File: src/rtl/conv_chk_pkg.sv
package conv_chk_pkg;
  // pixel at pos never meets kernel tap idx in any valid output
  function automatic bit tap_excluded(int pos, int idx, int dim, int ksz);
    return (pos < idx) || (pos > dim - ksz + idx);
  endfunction
endpackage

File: src/rtl/chk_border_acc.sv
module chk_border_acc
  import conv_chk_pkg::*;
#(
  parameter int IMG_W  = 64,
  parameter int IMG_H  = 64,
  parameter int KSZ    = 3,
  parameter int DATA_W = 8,
  localparam int COL_W = $clog2(IMG_W),
  localparam int ROW_W = $clog2(IMG_H + 1),
  localparam int SUM_W = DATA_W + $clog2(IMG_W * IMG_H + 1)
) (
  input  logic                           clk_i,
  input  logic                           rst_ni,
  input  logic                           step_i,
  input  logic                           clear_i,
  input  logic [ROW_W-1:0]               row_i,
  input  logic [COL_W-1:0]               col_i,
  input  logic [DATA_W-1:0]              pix_i,
  output logic [SUM_W-1:0]               total_o,
  output logic [KSZ-1:0][SUM_W-1:0]      row_ex_o,
  output logic [KSZ-1:0][SUM_W-1:0]      col_ex_o,
  output logic [KSZ*KSZ-1:0][SUM_W-1:0]  corner_o
);
  logic [SUM_W-1:0] pix_ext;
  assign pix_ext = SUM_W'(pix_i);

  always_ff @(posedge clk_i or negedge rst_ni) begin
    if (!rst_ni)      total_o <= '0;
    else if (clear_i) total_o <= '0;
    else if (step_i)  total_o <= total_o + pix_ext;
  end

  for (genvar gi = 0; gi < KSZ; gi++) begin : g_band
    logic row_hit, col_hit;
    assign row_hit = tap_excluded(int'(row_i), gi, IMG_H, KSZ);
    assign col_hit = tap_excluded(int'(col_i), gi, IMG_W, KSZ);

    always_ff @(posedge clk_i or negedge rst_ni) begin
      if (!rst_ni) begin
        row_ex_o[gi] <= '0;
        col_ex_o[gi] <= '0;
      end else if (clear_i) begin
        row_ex_o[gi] <= '0;
        col_ex_o[gi] <= '0;
      end else if (step_i) begin
        if (row_hit) row_ex_o[gi] <= row_ex_o[gi] + pix_ext;
        if (col_hit) col_ex_o[gi] <= col_ex_o[gi] + pix_ext;
      end
    end

    AST_TOTAL_COVERS_BORDER: assert property (@(posedge clk_i) disable iff (!rst_ni)
      (total_o >= row_ex_o[gi]) && (total_o >= col_ex_o[gi]));
  end

  // pixels excluded by both row and column; added back once
  for (genvar gi = 0; gi < KSZ; gi++) begin : g_cr
    for (genvar gj = 0; gj < KSZ; gj++) begin : g_cc
      logic hit;
      assign hit = tap_excluded(int'(row_i), gi, IMG_H, KSZ) &&
                   tap_excluded(int'(col_i), gj, IMG_W, KSZ);
      always_ff @(posedge clk_i or negedge rst_ni) begin
        if (!rst_ni)             corner_o[gi*KSZ+gj] <= '0;
        else if (clear_i)        corner_o[gi*KSZ+gj] <= '0;
        else if (step_i && hit)  corner_o[gi*KSZ+gj] <= corner_o[gi*KSZ+gj] + pix_ext;
      end
    end
  end
endmodule

File: config.mk
export PLATFORM = sky130hd
export DESIGN_NAME = chk_border_acc
export DESIGN_NICKNAME = d
export VERILOG_FILES = /design/src/rtl/conv_chk_pkg.sv /design/src/rtl/chk_border_acc.sv
export SDC_FILE = /design/constraint.sdc
export NUM_CORES = 1
export LEC_CHECK = 0
export BUFFER_PORTS_ARGS = -buffer_cell sky130_fd_sc_hd__buf_2
export CAP_MARGIN = 20
export CORE_MARGIN = 8
export CORE_UTILIZATION = 40
export CTS_CLUSTER_DIAMETER = 80
export CTS_CLUSTER_SIZE = 24
export DETAILED_ROUTE_END_ITERATION = 10
export SKIP_LAST_GASP = 1
export SLEW_MARGIN = 10
export SYNTH_ARGS = -nofsm -noshare
export SYNTH_HDL_FRONTEND = slang
export SYNTH_SLANG_ARGS = --single-unit
export TNS_END_PERCENT = 1
File: constraint.sdc
create_clock -name clk_i -period 4 [get_ports clk_i]
set_input_delay 0.2 -clock clk_i [delete_from_list [all_inputs] [get_ports clk_i]]
set_output_delay 0.2 -clock clk_i [all_outputs]
set_load 0.05 [all_outputs]
==> summary.md <==
| Metric | Value |
|---|---|
| Status | `finished, final reports clean` |
| Ys flop type | `dfrtp_1` |
| Max-Cap Viols | `0` |
| Area post-placement | `23,400 sq um` |
| Wirelength, routed | `67.9 mm` |
| Setup violators final | `0` |
| Worst Path Arrival | `3.21 ns` |
| Unrepaired setup endpoints after global routing | `false` |
| Dpl hpwl | `49.6 mm` |
| Clock Path Buffers | `3` |
| Minimum clock period | `2.78 ns` |
| Slew margin rel. | `0.346` |
| Psw | `2.19 mW` |
| Sw Share | `0.296` |
| Core area | `51,200 sq um` |
| Initial Util | `0.404` |
| Largest net degree at the start of global routing | `113` |
| Hold Vio Cnt, Final | `0` |
| Drt wl/cell | `20.5 microns` |
| CTS tree | `done` |
| Synth Cell Area | `20,700 sq um` |
| Period utilisation layout | `0.694` |
| Sequential share of power | `0.467` |
| Clock Root Buffer | `clkbuf_16` |
| Leakage power total | `11.5 nW` |
| Clock sink count | `336` |
| Crit path to | `corner_o[119]` |
| Ports | `361` |
| Worst hold-check path type | `input pin to flip-flop` |
| Worst setup SP type | `flip-flop` |
| Clock skew | `0.0196 ns` |
| Congestion Overflow GR | `0` |
| Most common library cell in the layout ignoring fill and taps | `buf_2` |
| Slew @ Worst Pin | `0.968 ns` |
| Yosys cell types | `68` |
| Layout cells sized above 1 | `0.181` |
| Max Freq | `360 MHz` |
| Setup CP Type | `flip-flop to flip-flop` |
| Sequential cell area | `8410 sq um` |
| Max VDD drop | `0.297 mV` |
| Fillcell total | `4,941` |
| # DRC | `0` |
| Clk pwr share | `0.402` |
| Clock-pin slew on the worst setup and hold paths | `0.08 ns` |
| Post-synthesis sequential area ratio | `0.406` |
| Num rows | `83` |
| Port Buf Inserts | `360` |
| Commonest non-fill, non-tap cells in the layout | `buf_2 (358), dfrtp_1 (336), nor2_1 (287)` |
| Final nets | `2,783` |
| Reg2reg end | `corner_o[119]` |
| Multi-input logic area | `11,900 sq um` |
| Vias per cell | `5.62` |
| Drt first pass iters | `7` |
| Final Core Density | `0.477` |
| Pwr/cell area | `304 nW/um^2` |
| Fin. max-slew vios | `0` |
| Post-CTS Setup Bufs | `0` |
| Crit. End Element | `flip-flop` |
| Wire length of the first global-routing pass | `105 mm` |
| R2R cell count | `8` |
| Die area | `59,300 sq um` |
| Initial antenna violation count | `2` |
| TNS Setup | `0 ns` |
| Initial drt markers | `1,107` |
| Chip Width | `243 microns` |
| Setup crit start | `corner_o[105]` |
| Crit path required time | `4.43 ns` |
| Vias in the first global route | `17,900` |
| Post-route ant nets | `0` |
| Ys Warns | `0` |
| Overall routing resource usage | `0.219` |
| Number of H-tree levels | `1` |
| Clock Latency Late Sink | `0.59 ns` |
| Post-synth EDFFs | `0` |
| R2R Setup Slk | `1.22 ns` |
| CTS Buf Count | `27` |
| Yosys reg bits | `336` |
| Synth-to-layout area growth | `18.0%` |
| Vias | `18,600` |
| Ys async rst share | `1.00` |
| Worst-path maximum fanout | `9` |
| Die Span Y | `243 microns` |
| Cells after synthesis | `2,257` |
| Start of the worst register-to-register path | `corner_o[105]` |
| Post-Syn Nets | `2,426` |
| RePlAce Congestion | `0.913` |
| Int Pwr | `5.22 mW` |
| Power, Total | `7.42 mW` |
| Avg Inst Size Synth | `9.17 sq um` |
| Power share of the combinational group | `0.130` |
| Finished Cell Area | `24,400 sq um` |
==> final cells by class <==
| class | instances | share of cell area |
|---|---|---|
| diodes | 2 | 0.000205 |
| well taps | 680 | 0.0349 |
| clock inverters | 20 | 0.0109 |
| inverters | 29 | 0.00446 |
| flip-flops and latches | 336 | 0.345 |
| multi-input cells | 1816 | 0.487 |
| repair buffers | 404 | 0.0894 |
| clock buffers | 29 | 0.0284 |
==> cells by family (layout without fill, tap and decap cells) <==
kind of cell / count (synthesis) / after routing / share of synthesized area
AO/OA/AOI/OAI: 518 / 518 / 0.158
multiplexers: 35 / 35 / 0.0175
XOR/XNOR: 224 / 224 / 0.0948
other: 0 / 2 / 0
flip-flops: 336 / 336 / 0.406
buffers and inverters: 105 / 482 / 0.0198
AND/OR/NAND/NOR: 895 / 895 / 0.211
adder cells (fa/ha/maj): 144 / 144 / 0.0929
==> critical path, stage by stage (launching register included) <==
cell      delay, ns
dfrtp_1        0.42
ha_1           0.24
fa_1           0.43
a211oi_1       0.32
o21ai_0        0.17
a31oi_1        0.66
nor4_1         0.15
xnor2_1        0.18
nor2_1         0.06
==> power groups by stage <==
stage          combinational, mW  sequential (mW)  clock, mW
4_1_cts                    0.974             3.47       3.08
2_1_floorplan              0.495             3.65          0
3_5_place_dp               0.967             3.54          0
6_report                   0.968             3.47       2.98
3_3_place_gp               0.952             3.53          0
5_1_grt                     1.07             3.47       3.19
==> cells in the mapped netlist (all sizes together), types with 15 or more instances <==
| cell type | number | share of area |
|---|---|---|
| a211oi | 63 | 0.023 |
| a21o | 39 | 0.014 |
| a21oi | 185 | 0.045 |
| and2 | 19 | 0.0057 |
| and3 | 32 | 0.0097 |
| clkbuf | 65 | 0.012 |
| dfrtp | 336 | 0.41 |
| fa | 16 | 0.015 |
| ha | 128 | 0.077 |
| inv | 28 | 0.0051 |
| mux2i | 26 | 0.013 |
| nand2 | 212 | 0.038 |
| nand3 | 60 | 0.015 |
| nand4 | 58 | 0.018 |
| nor2 | 287 | 0.052 |
| nor2b | 19 | 0.0057 |
| nor3 | 65 | 0.016 |
| nor4 | 29 | 0.0095 |
| nor4b | 17 | 0.0072 |
| o211ai | 23 | 0.0083 |
| o21a | 20 | 0.0073 |
| o21ai | 92 | 0.022 |
| o31ai | 15 | 0.0054 |
| or3 | 33 | 0.010 |
| or4 | 20 | 0.0074 |
| xnor2 | 148 | 0.063 |
| xor2 | 76 | 0.032 |
==> state kept, by name, summed over array words and instances, names as in the netlist <==
register  count
col_ex_o     63
corner_o    189
row_ex_o     63
total_o      21
==> how the worst min path moves through the flow <==
| stage | startpoint | to | slack [ns] | depth (start not counted) |
|---|---|---|---|---|
| 2_1_floorplan | rst_ni | col_ex_o[0] | -0.1 | 0 |
| 6_report | row_i[6] | corner_o[5] | 0.15 | 4 |
| 4_1_cts | row_i[6] | corner_o[5] | 0.11 | 4 |
| 3_3_place_gp | rst_ni | corner_o[93] | 0.35 | 1 |
| 5_1_grt | row_i[6] | corner_o[5] | 0.17 | 4 |
| 3_5_place_dp | rst_ni | corner_o[92] | 0.36 | 1 |
==> timing repair <==
action | 4_1_cts | 5_1_grt
resized for setup | 0 | 0
hold buffers | 2 | 0
hold endpoints to repair | 131 | 0
setup endpoints to repair | 0 | 0
==> stage by stage <==
step | setup slack, ns | instances | hold WS [ns]
floorplan | 0.990 | 2257 | -0.0956
global placement | 0.846 | 3263 | 0.352
detailed placement | 0.780 | 3263 | 0.361
CTS | 1.26 | 3314 | 0.114
global route | 1.02 | 3314 | 0.171
finish | 1.22 | 3316 | 0.146
==> layer usage <==
| metal | wire (microns) | global-route usage | share of wire | vias to the layer above |
|---|---|---|---|---|
| li1 | - | - | - | 8917 |
| met1 | 30100 | 0.292 | 0.44 | 9179 |
| met2 | 31100 | 0.351 | 0.46 | 464 |
| met3 | 4980 | 0.0575 | 0.073 | 75 |
| met4 | 1670 | 0.0531 | 0.025 | 4 |
| met5 | 24 | 0 | 0.00035 | - |
Note: power is estimated with default switching activity, not from simulation.
